<file path="config.mk">
export PLATFORM = sky130hd
export DESIGN_NAME = ffsr_scan_sequencer
export DESIGN_NICKNAME = d
export VERILOG_FILES = /design/src/rtl/scan_seq_pkg.sv /design/src/rtl/scan_seq_ctrl.sv /design/src/rtl/scan_seq_loader.sv /design/src/rtl/scan_seq_unloader.sv /design/src/rtl/ffsr_scan_sequencer.sv
export SDC_FILE = /design/constraint.sdc
export NUM_CORES = 1
export LEC_CHECK = 0
export ABC_AREA = 1
export BUFFER_PORTS_ARGS = -buffer_cell sky130_fd_sc_hd__buf_4
export CAP_MARGIN = 15
export CORE_AREA = 2 2 39 41
export CTS_BUF_LIST = sky130_fd_sc_hd__clkbuf_4 sky130_fd_sc_hd__clkbuf_8
export CTS_CLUSTER_DIAMETER = 30
export DETAILED_ROUTE_END_ITERATION = 10
export DIE_AREA = 0 0 41 43
export PLACE_DENSITY_LB_ADDON = 0.12
export SLEW_MARGIN = 20
export SYNTH_ARGS = -nofsm -noshare
export SYNTH_HDL_FRONTEND = slang
export SYNTH_HIERARCHICAL = 1
export SYNTH_SLANG_ARGS = --single-unit
</file>
<file path="constraint.sdc">
create_clock -name clk -period 1.3 [get_ports clk]
set_clock_uncertainty 0.15 [all_clocks]
set_input_delay 0.13 -clock clk [delete_from_list [all_inputs] [get_ports clk]]
set_output_delay 0.13 -clock clk [all_outputs]
set_load 0.01 [all_outputs]
</file>
<file path="src/rtl/scan_seq_pkg.sv">
package scan_seq_pkg;

  localparam int STAGES   = 3;
  localparam int MAXSHIFT = STAGES + 1;

  typedef enum logic [1:0] {
    SQ_IDLE  = 2'd0,
    SQ_SHIFT = 2'd1,
    SQ_FIN   = 2'd2
  } sq_state_e;

  // Internal (pre-inverter) bits, indexed by shift cycle, that leave the
  // chain holding tgt. tgt[0] is stage one, tgt[2] is stage three.
  function automatic logic [MAXSHIFT-1:0] load_vector(
    input logic [STAGES-1:0] tgt,
    input bit                pad
  );
    logic [STAGES-1:0]   seq;
    logic [MAXSHIFT-1:0] v;
    seq[0] = tgt[2] ^ (tgt[1] & tgt[0]);
    seq[1] = tgt[1];
    seq[2] = tgt[0];
    v = '0;
    if (pad) v[MAXSHIFT-1:1] = seq;
    else     v[STAGES-1:0]   = seq;
    return v;
  endfunction

  // Recover the pre-pass state from the de-inverted observed bits (obs) and
  // the internal applied bits (app), both indexed by shift cycle.
  function automatic logic [STAGES-1:0] solve_state(
    input logic [MAXSHIFT-1:0] obs,
    input logic [MAXSHIFT-1:0] app,
    input bit                  pad
  );
    logic [STAGES-1:0] w;
    logic [STAGES-1:0] y;
    logic              a0;
    logic              a1;
    w  = pad ? obs[MAXSHIFT-1:1] : obs[STAGES-1:0];
    a0 = app[0];
    a1 = app[1];
    y[2] = w[0];
    y[0] = w[2] ^ (a0 & a1);
    y[1] = w[1] ^ (y[0] & a0);
    return y;
  endfunction

endpackage

</file>
<file path="src/rtl/scan_seq_ctrl.sv">
module scan_seq_ctrl
  import scan_seq_pkg::*;
#(
  parameter int NSHIFT = 3
) (
  input  logic clk,
  input  logic rst_n,
  input  logic start,
  output logic accept,
  output logic busy,
  output logic shift_en,
  output logic [((NSHIFT > 1) ? $clog2(NSHIFT) : 1)-1:0] shift_idx,
  output logic done
);

  localparam int IW = (NSHIFT > 1) ? $clog2(NSHIFT) : 1;
  localparam logic [IW-1:0] LAST_IDX = IW'(NSHIFT - 1);

  sq_state_e     state_q;
  logic [IW-1:0] idx_q;
  logic          last_shift;

  assign last_shift = (state_q == SQ_SHIFT) && (idx_q == LAST_IDX);
  assign accept     = (state_q == SQ_IDLE) && start;
  assign busy       = (state_q != SQ_IDLE);
  assign shift_en   = (state_q == SQ_SHIFT);
  assign done       = (state_q == SQ_FIN);
  assign shift_idx  = idx_q;

  always_ff @(posedge clk or negedge rst_n) begin
    if (!rst_n) begin
      state_q <= SQ_IDLE;
      idx_q   <= '0;
    end else begin
      unique case (state_q)
        SQ_IDLE: begin
          if (start) begin
            state_q <= SQ_SHIFT;
            idx_q   <= '0;
          end
        end
        SQ_SHIFT: begin
          if (last_shift) state_q <= SQ_FIN;
          else            idx_q   <= idx_q + 1'b1;
        end
        SQ_FIN:  state_q <= SQ_IDLE;
        default: state_q <= SQ_IDLE;
      endcase
    end
  end

  // Shifting never begins without an accepted request.
  assert_shift_entry_R2: assert property (@(posedge clk) disable iff (!rst_n)
    $rose(shift_en) |-> $past(accept));

  // The strobe lasts one cycle and follows a shift cycle.
  assert_done_single_R5: assert property (@(posedge clk) disable iff (!rst_n)
    done |=> !done);
  assert_done_after_shift_R5: assert property (@(posedge clk) disable iff (!rst_n)
    $fell(shift_en) |-> done);

endmodule

</file>
<file path="src/rtl/scan_seq_loader.sv">
module scan_seq_loader
  import scan_seq_pkg::*;
#(
  parameter bit INV = 1'b0,
  parameter bit PAD = 1'b0,
  parameter int IW  = 2
) (
  input  logic                clk,
  input  logic                rst_n,
  input  logic                accept,
  input  logic [STAGES-1:0]   target,
  input  logic                shift_en,
  input  logic [IW-1:0]       shift_idx,
  output logic [MAXSHIFT-1:0] applied,
  output logic                scan_in
);

  logic [MAXSHIFT-1:0] uvec_q;
  logic                ubit;

  always_ff @(posedge clk or negedge rst_n) begin
    if (!rst_n)      uvec_q <= '0;
    else if (accept) uvec_q <= load_vector(target, PAD);
  end

  assign ubit    = uvec_q[shift_idx];
  assign scan_in = shift_en ? (ubit ^ INV) : 1'b0;
  assign applied = uvec_q;

  generate
    if (PAD) begin : g_filler_chk
      // The padded first cycle carries an internal zero.
      assert_filler_bit_R9: assert property (@(posedge clk) disable iff (!rst_n)
        (shift_en && shift_idx == '0) |-> (scan_in == INV));
    end
  endgenerate

endmodule

</file>
<file path="src/rtl/scan_seq_unloader.sv">
module scan_seq_unloader
  import scan_seq_pkg::*;
#(
  parameter bit INV = 1'b0,
  parameter bit PAD = 1'b0,
  parameter int IW  = 2
) (
  input  logic                clk,
  input  logic                rst_n,
  input  logic                shift_en,
  input  logic [IW-1:0]       shift_idx,
  input  logic                scan_out,
  input  logic [MAXSHIFT-1:0] applied,
  output logic [STAGES-1:0]   recovered
);

  logic [MAXSHIFT-1:0] obs_q;

  always_ff @(posedge clk or negedge rst_n) begin
    if (!rst_n)        obs_q            <= '0;
    else if (shift_en) obs_q[shift_idx] <= scan_out ^ INV;
  end

  assign recovered = solve_state(obs_q, applied, PAD);

endmodule

</file>
<file path="src/rtl/ffsr_scan_sequencer.sv">
module ffsr_scan_sequencer
  import scan_seq_pkg::*;
#(
  parameter bit HARDEN      = 1'b0,
  parameter bit DUMMY_STAGE = 1'b0
) (
  input  logic       clk,
  input  logic       rst_n,
  input  logic       start,
  input  logic [2:0] target,
  input  logic       scan_out,
  output logic       scan_en,
  output logic       scan_in,
  output logic       done,
  output logic [2:0] captured
);

  localparam int NSHIFT = STAGES + (DUMMY_STAGE ? 1 : 0);
  localparam int IW     = (NSHIFT > 1) ? $clog2(NSHIFT) : 1;

  logic                accept;
  logic                busy;
  logic                shift_en;
  logic [IW-1:0]       shift_idx;
  logic                fin;
  logic [MAXSHIFT-1:0] applied;
  logic [STAGES-1:0]   recovered;

  scan_seq_ctrl #(.NSHIFT(NSHIFT)) i_ctrl (
    .clk      (clk),
    .rst_n    (rst_n),
    .start    (start),
    .accept   (accept),
    .busy     (busy),
    .shift_en (shift_en),
    .shift_idx(shift_idx),
    .done     (fin)
  );

  scan_seq_loader #(.INV(HARDEN), .PAD(DUMMY_STAGE), .IW(IW)) i_load (
    .clk      (clk),
    .rst_n    (rst_n),
    .accept   (accept),
    .target   (target),
    .shift_en (shift_en),
    .shift_idx(shift_idx),
    .applied  (applied),
    .scan_in  (scan_in)
  );

  scan_seq_unloader #(.INV(HARDEN), .PAD(DUMMY_STAGE), .IW(IW)) i_unload (
    .clk      (clk),
    .rst_n    (rst_n),
    .shift_en (shift_en),
    .shift_idx(shift_idx),
    .scan_out (scan_out),
    .applied  (applied),
    .recovered(recovered)
  );

  assign scan_en  = shift_en;
  assign done     = fin;
  assign captured = fin ? recovered : '0;

  always_ff @(posedge clk) begin
    if (!rst_n) begin
      assert_reset_quiet_R1: assert (!scan_en && !done && captured == '0);
    end
  end

  // The computed stream stays fixed for a whole pass, even if start is raised again.
  assert_stream_hold_R10: assert property (@(posedge clk) disable iff (!rst_n)
    (busy && !fin) |=> $stable(applied));

  // Outside the strobe cycle the decoded value is held at zero.
  assert_capture_gated_R5: assert property (@(posedge clk) disable iff (!rst_n)
    !done |-> (captured == '0));

endmodule

</file>
# After elaboration in Yosys (flattened, before gate mapping)
# Cells that the tools add are included.
# totals
inputBits,7
elab_cells,39
register_bits,11
# op_classes
n_reduce_logical,7
addsub,1
order_cmp,2
mux,13
eq_ne,6
n_bitwise,6
# ops
op,n
$mux W2,4
$pmux W2 S2,2
$ne A2 B2 Y1 const B,3
$bwmux W4,1
$eq A2 B2 Y1 const B,2
$and A1 B1 Y1,3
$logic_and A1 B1 Y1,3
$lt A2 B3 Y1 const B,1
$mux W1,3
$mux W3,1
$reduce_and A3 Y1,1
$xor A1 B1 Y1,3
$add A2 B1 Y2 const B,1
$bmux W1 S2,1
$demux W1 S2,1
$eq A2 B1 Y1 const B,1
$ge A2 B1 Y1 const B,1
$logic_not A2 Y1,1
$reduce_and A2 Y1,1
$reduce_bool A2 Y1,1

# Depth between registers and ports, before layout
# Gate-level depths: netlist of the first run.
# logic_depth
ltp_word,5
mapped_depth,8

# By module
# Netlist of the first run, hierarchy kept.
# modules_own_cells
mod,instances,cells_per_inst,area_per_inst_um2
scan_seq_ctrl,1,25,201.4
scan_seq_loader,1,28,178.9
scan_seq_unloader,1,26,177.7
ffsr_scan_sequencer,1,6,22.5

# Least setup slack after synthesis of the first run
# Ideal clock, no wire load.
# synth_path
path_kind,flip-flop to output port
from,reg i_ctrl.state_q[1]
to,out scan_in
path_stages_with_launch,8
n_path_buf,0
setup_slack_ps,-40
t_required_ps,1020
t_arrival_ps,1060
path_cell_list,dfrtp_1 inv_1 nand2_1 inv_1 inv_1 a21oi_1 nand2_1 nor2_1
# synth_between
elab_chain_cells,2
# synth_rtl
element,line,text
"start, declared",scan_seq_ctrl.sv:19,sq_state_e state_q;
"start signal, assigned",scan_seq_ctrl.sv:32,state_q <= SQ_IDLE;
"start signal, assigned",scan_seq_ctrl.sv:38,state_q <= SQ_SHIFT;
"start signal, assigned",scan_seq_ctrl.sv:43,if (last_shift) state_q <= SQ_FIN;
$eq A2 B1 Y1,scan_seq_ctrl.sv:26,assign shift_en = (state_q == SQ_SHIFT);
net scan_en,ffsr_scan_sequencer.sv:12,"output logic scan_en,"
$mux W1,scan_seq_loader.sv:27,assign scan_in = shift_en ? (ubit ^ INV) : 1'b0;
"end, declared",ffsr_scan_sequencer.sv:13,"output logic scan_in,"
# The timed path passes the listed nets, and every way through them passes these cells.

# Worst setup path in the final report of the first run
# layout_path
from,reg i_ctrl.state_q[1]
to,out scan_in
# layout_between
elab_chain_cells,2
# layout_rtl
element,line
$eq A2 B1 Y1,scan_seq_ctrl.sv:26
$mux W1,scan_seq_loader.sv:27
# Every way passes these cells.

==> flow_metrics.py, run 1 <==
metrics = {
    "run_status": {
        "outcome": "complete, but fails checks",
        "violations": "negative setup slack",
    },
    "cells_and_area": {
        "fillerInstances": 122,
        "multi_input_comb_area_um2": 250.2,
        "fin_nets": 123,
        "final_layout_size_suffix_gt1_share_pct": 35.96,
        "seq_area_um2": 251.5,
        "antenna_cells": 0,
        "stdcell_area_um2": 872.1,
        "fin_util_pct": 63.02,
        "area_growth_pct": 54.20,
    },
    "route": {
        "met3_length_um": 27,
        "vias": 584,
        "via_per_inst": 4.492,
        "wire_per_inst_um": 9.700,
        "drtIter0Drc": 13,
        "wl_um": 1261,
        "firstDrtPassIters": 4,
        "final_antenna_net_count": 0,
        "drt-met1-wl_um": 554,
        "wl_met2_um": 667,
        "topRoutingLayerUsed": "met4",
        "drc": 0,
    },
    "global_route": {
        "track_usage_pct": 18.26,
        "grt_first_pass_wirelength_um": 2070,
        "antenna_found_initial": 0,
        "grt_overflow_total": 0,
        "grt_pass1_vias": 529,
        "grt_max_degree": 11,
    },
    "placed_design": {
        "dp_hpwl_um": 860.7,
        "port_buffers": 12,
        "placed_area_um2": 730.7,
        "gp_congestion": 0.7500,
    },
    "sta": {
        "period_share_pct": 119.4,
        "holdWs_ns": 0.007709,
        "setup_violations": 6,
        "max_slew_margin_pct": 87.09,
        "max_freq_ghz": 0.6445,
        "period_needed_ns": 1.552,
        "setup_ws_ns": -0.2517,
        "rsz0062_at_grt": "true",
        "tightest_slew_ns": 0.1934,
        "drv_slew": 0,
        "hold_viol_final": 0,
    },
    "hold_path": {
        "hold_path_class": "input port to register",
    },
    "floorplanning": {
        "rows": 14,
        "dieWidth_um": 41,
        "die_h_um": 43,
        "start_util_pct": 40.87,
        "pin_count": 13,
        "coreArea_um2": 1384,
        "die_area_um2": 1763,
    },
    "logic_synthesis": {
        "netlist_instances": 82,
        "synth_area_um2": 565.5,
        "syn_nets": 90,
        "postSynthAreaPerCell_um2": 6.897,
        "yosys_warnings": 6,
    },
    "setup_path": {
        "crit_required_ns": 1.02,
        "worst-setup-path-type": "register to output pin",
        "end_kind": "output pin",
        "worstPathArrival_ns": 1.27,
        "start_kind": "register",
        "critPathMaxFanout": 3,
    },
    "clock_tree": {
        "clock-sinks": 10,
        "cts_tree": "built",
        "cts_max_path_buffers": 2,
        "root_buffer": "clkbuf_4",
        "clk_pin_slew_ns": 0.07,
        "cts_max_level": 1,
        "cts_buffers": 3,
        "clk_latency_ns": 0.27,
    },
    "power_and_ir_drop": {
        "p_per_area_nw_per_um2": 2317,
        "ir_drop_mv": 1.192,
        "p_leak_uw": 0.0005082,
    },
    "run": {
        "cap_viol_max_count": 0,
    },
}
[final timing paths]
check / from / to / slack, ns / cells past startpoint
max in group asynchronous: rst_n / i_ctrl/state_q[0]$_DFFE_PN0P_ / 0.77 / 2
max: i_ctrl/state_q[1]$_DFFE_PN0P_ / scan_in / -0.25 / 8
max reg2reg: i_ctrl/state_q[0]$_DFFE_PN0P_ / i_ctrl/shift_idx[1]$_DFFE_PN0P_ / 0.05 / 6
min: scan_out / i_unload/obs_q[0]$_DFFE_PN0P_ / 0.008 / 3
min reg2reg: i_unload/obs_q[0]$_DFFE_PN0P_ / i_unload/obs_q[0]$_DFFE_PN0P_ / 0.33 / 2
min in group asynchronous: rst_n / i_unload/obs_q[2]$_DFFE_PN0P_ / 0.07 / 2
[state kept, by name (all words and copies together) (netlist names)]
signal and flops:
i_unload/obs_q 3, i_ctrl/shift_idx 2, i_ctrl/state_q 2, i_load/applied 3
[worst max-delay path, cell delays in order (launching register included)]
cell	delay [ns]
dfrtp_1	0.39
inv_2	0.08
nand2_2	0.07
inv_2	0.06
inv_1	0.03
a21oi_1	0.11
nand2_1	0.08
nor2_2	0.08
buf_4	0.12
[stage by stage]
| stage | power, uW | instances | setup TNS [ns] | setup WS [ns] |
|---|---|---|---|---|
| after floorplan | 1153 | 82 | 0 | 0.03655 |
| after global placement | 1506 | 117 | 0 | 0.04918 |
| after detailed placement | 1521 | 117 | 0 | 0.03311 |
| after CTS | 1922 | 128 | -0.9953 | -0.2310 |
| after global routing | 2204 | 130 | -1.278 | -0.3220 |
| final | 2021 | 130 | -0.8178 | -0.2517 |
[power breakdown]
| group | total (uW) | internal, uW | switching [uW] |
|---|---|---|---|
| clock network | 285 | 170 | 115 |
| logic | 1150 | 587 | 562 |
| registers | 587 | 465 | 122 |
[area by class of cell]
type                       instances  area share, %
tap                               16          2.296
sequential                        10          28.84
inverter                          20          8.895
timing repair buffer              29          27.12
multi-input combinational         51          28.69
clock buffer                       4          4.161
[metal layers]
metal  global-route usage, %  vias up
met5                       0        -
met4                   12.00        0
met3                   4.712        2
met2                   30.63        7
met1                   18.27      262
li1                        -      313
[placed cells by master (no fill, tap or decap)]
cell type	count
nor2_4	1
clkbuf_4	3
nor2_2	2
ha_1	1
inv_1	17
dfrtp_1	9
nand4_1	2
nor2_1	2
inv_2	2
nand2_2	3
nand2_1	24
buf_4	23
dlygate4sd3_1	3
nand3_2	1
inv_4	1
clkbuf_8	1
o21ai_0	4
dfrtp_2	1
nand3_1	9
buf_6	3
a21oi_1	2
[timing repair]
| item | in CTS | in global routing |
|---|---|---|
| pin swaps | 2 | 5 |
| gates resized for setup | 3 | 8 |
| setup buffers | 4 | 2 |
| endpoints found under the setup margin | 6 | 11 |
| hold buffers | 3 | 0 |
| hold endpoints to repair | 12 | 0 |
Power figures use the tool's default switching activity.
==> run 2: changes to the inputs <==
--- a/config.mk
+++ b/config.mk
@@ -14,6 +14,7 @@
 export DETAILED_ROUTE_END_ITERATION = 10
 export DIE_AREA = 0 0 41 43
 export PLACE_DENSITY_LB_ADDON = 0.12
+export RECOVER_POWER = 100
 export SLEW_MARGIN = 20
 export SYNTH_ARGS = -nofsm -noshare
 export SYNTH_HDL_FRONTEND = slang
==> run 2 against run 1 <==
The flow still finishes with violations (negative setup slack). Critical path depth unchanged. Via count unchanged. Cell count unchanged. Utilization down 0.90 points. Worst setup slack better by 0.0017 ns. Sequential cell count unchanged. Clock power about the same. Register-to-register slack worse by 0.02 ns. Non-clock buffer count unchanged. Clock-buffer cell count unchanged. Hold slack about the same.
==> flow_metrics.py, run 2 (same netlist as run 1, synthesis figures left out) <==
metrics = {
    "sta": {
        "drv_slew": 0,
        "rsz0062_at_grt": "true",
        "setup_ws_ns": -0.2500,
        "period_share_pct": 119.2,
        "period_needed_ns": 1.550,
        "max_freq_ghz": 0.6452,
        "tightest_slew_ns": 0.5642,
        "setup_violations": 6,
        "setup-tns-final_ns": -0.8073,
        "max_slew_margin_pct": 62.39,
        "hold_viol_final": 0,
    },
    "setup_path": {
        "start_kind": "register",
        "path_common_cell": "inv_2",
        "crit_family": "flip-flops",
        "crit_required_ns": 1.02,
        "crit_buf_inv": 4,
        "worstPathArrival_ns": 1.27,
        "cpPeakStageDelay_ns": 0.39,
        "crit_start": "i_ctrl/state_q[1]$_DFFE_PN0P_",
        "crit_slowest_cell": "dfrtp_1",
        "critPathMaxFanout": 3,
        "regToRegStartpoint": "i_ctrl/state_q[1]$_DFFE_PN0P_",
        "end_kind": "output pin",
        "worst-setup-path-type": "register to output pin",
        "worstPathCellList": "inv_2, nand2_2, inv_2, inv_1, a21oi_1, nand2_1, nor2_2, buf_4",
    },
    "clock_tree": {
        "root_buffer": "clkbuf_4",
        "clk_latency_ns": 0.27,
        "clk_pin_slew_ns": 0.07,
        "cts_buffers": 3,
        "cts_max_level": 1,
        "clock-sinks": 10,
        "cts_max_path_buffers": 2,
        "cts_tree": "built",
    },
    "cells_and_area": {
        "stdcell_area_um2": 859.6,
        "fin_nets": 123,
        "area_growth_pct": 51.99,
        "fillerInstances": 125,
        "layout_common_cells": "24 x nand2_1, 21 x buf_4, 17 x inv_1, 10 x nand3_1, 9 x dfrtp_1",
        "multi_input_comb_area_um2": 245.2,
        "final_layout_size_suffix_gt1_share_pct": 33.33,
        "seq_area_um2": 251.5,
        "final_common_cell": "nand2_1",
        "antenna_cells": 0,
        "fin_util_pct": 62.12,
    },
    "global_route": {
        "grt_overflow_total": 0,
        "grt_pass1_vias": 529,
        "grt_first_pass_wirelength_um": 2070,
        "grt_max_degree": 11,
        "antenna_found_initial": 0,
        "track_usage_pct": 18.26,
    },
    "route": {
        "final_antenna_net_count": 0,
        "wl_um": 1268,
        "firstDrtPassIters": 6,
        "via_per_inst": 4.492,
        "vias": 584,
        "drtIter0Drc": 12,
        "wire_per_inst_um": 9.754,
        "drc": 0,
    },
    "run": {
        "cap_viol_max_count": 0,
    },
    "hold_path": {
        "hold_path_class": "input port to register",
        "hp-start": "scan_out",
    },
    "placed_design": {
        "gp_congestion": 0.7500,
        "dp_hpwl_um": 860.7,
        "placed_area_um2": 730.7,
        "port_buffers": 12,
    },
    "run_status": {
        "violations": "negative setup slack",
        "outcome": "complete, but fails checks",
    },
    "power_and_ir_drop": {
        "ir_drop_mv": 1.150,
        "clkPwrFrac_pct": 14.3,
        "p_sw_uw": 794.5,
        "p_leak_uw": 0.0004984,
        "p_per_area_nw_per_um2": 2325,
        "swShare_pct": 39.75,
        "pwr-share-comb_pct": 56.3,
        "seqPwrFrac_pct": 29.4,
        "p_int_uw": 1204,
    },
    "floorplanning": {
        "rows": 14,
        "coreArea_um2": 1384,
        "die_h_um": 43,
        "die_area_um2": 1763,
        "dieWidth_um": 41,
        "start_util_pct": 40.87,
        "pin_count": 13,
    },
}
run 2: cell count changes in the layout (fill, tap and decap cells not counted):
cell,change
nand3_1,+1
nand3_2,-1
buf_4,-2
clkbuf_1,+2
run 2: layer usage:
metal  up-vias  routed length (um)  share of wire (%)  GRT usage, %
li1        312                   -                  -             -
met4         0                  12               0.95         12.00
met5         -                   0                  0             0
met2         7                 666                 53         30.63
met1       263                 549                 43         18.27
met3         2                  41                3.2         4.712
run 2: cell type report:
cell class / count / share of cell area (%)
timing repair buffer: 29 / 26.64
inverter: 20 / 9.025
clock buffer: 4 / 4.221
tap: 16 / 2.329
sequential: 10 / 29.26
multi-input combinational: 51 / 28.53
run 2: final timing paths:
check	endpoint	slack (ns)	cells past startpoint
max in group asynchronous	i_ctrl/state_q[0]$_DFFE_PN0P_	0.39	2
min	i_unload/obs_q[0]$_DFFE_PN0P_	0.008	3
max reg2reg	i_ctrl/shift_idx[0]$_DFFE_PN0P_	0.03	7
min in group asynchronous	i_unload/obs_q[2]$_DFFE_PN0P_	0.21	2
max	scan_in	-0.25	8
min reg2reg	i_unload/obs_q[0]$_DFFE_PN0P_	0.33	2
run 2: repair_timing:
item / 4_1_cts / 5_1_grt
hold endpoints to repair: 12 / 0
setup buffers: 4 / 2
pin swaps: 2 / 5
hold buffers: 3 / 0
setup endpoints to repair: 6 / 11
resized for setup: 3 / 8
run 2: power by group through the flow:
stage / logic (uW) / registers (uW) / clock network, uW
floorplan: 571 / 582 / 0
global placement: 926 / 580 / 0
detailed placement: 938 / 584 / 0
CTS: 1060 / 573 / 294
global route: 1260 / 606 / 312
finish: 1130 / 587 / 286
run 2: through the flow:
step,cells,hold WS (ns),power (uW),setup slack (ns)
after floorplan,82,-0.3156,1153,0.03655
after CTS,128,0.008554,1922,-0.2310
after global placement,117,-0.1833,1506,0.04918
after global routing,130,0.005433,2179,-0.3220
after detailed placement,117,-0.1833,1521,0.03311
final,130,0.007994,1999,-0.2500
run 2: worst reg2reg max path, stage by stage, from the launching register on:
cell and delay [ns]:
dfrtp_1 0.39, inv_2 0.08, buf_4 0.11, buf_4 0.09, buf_4 0.10, nand3_1 0.10
nand3_1 0.10, nand2_1 0.05
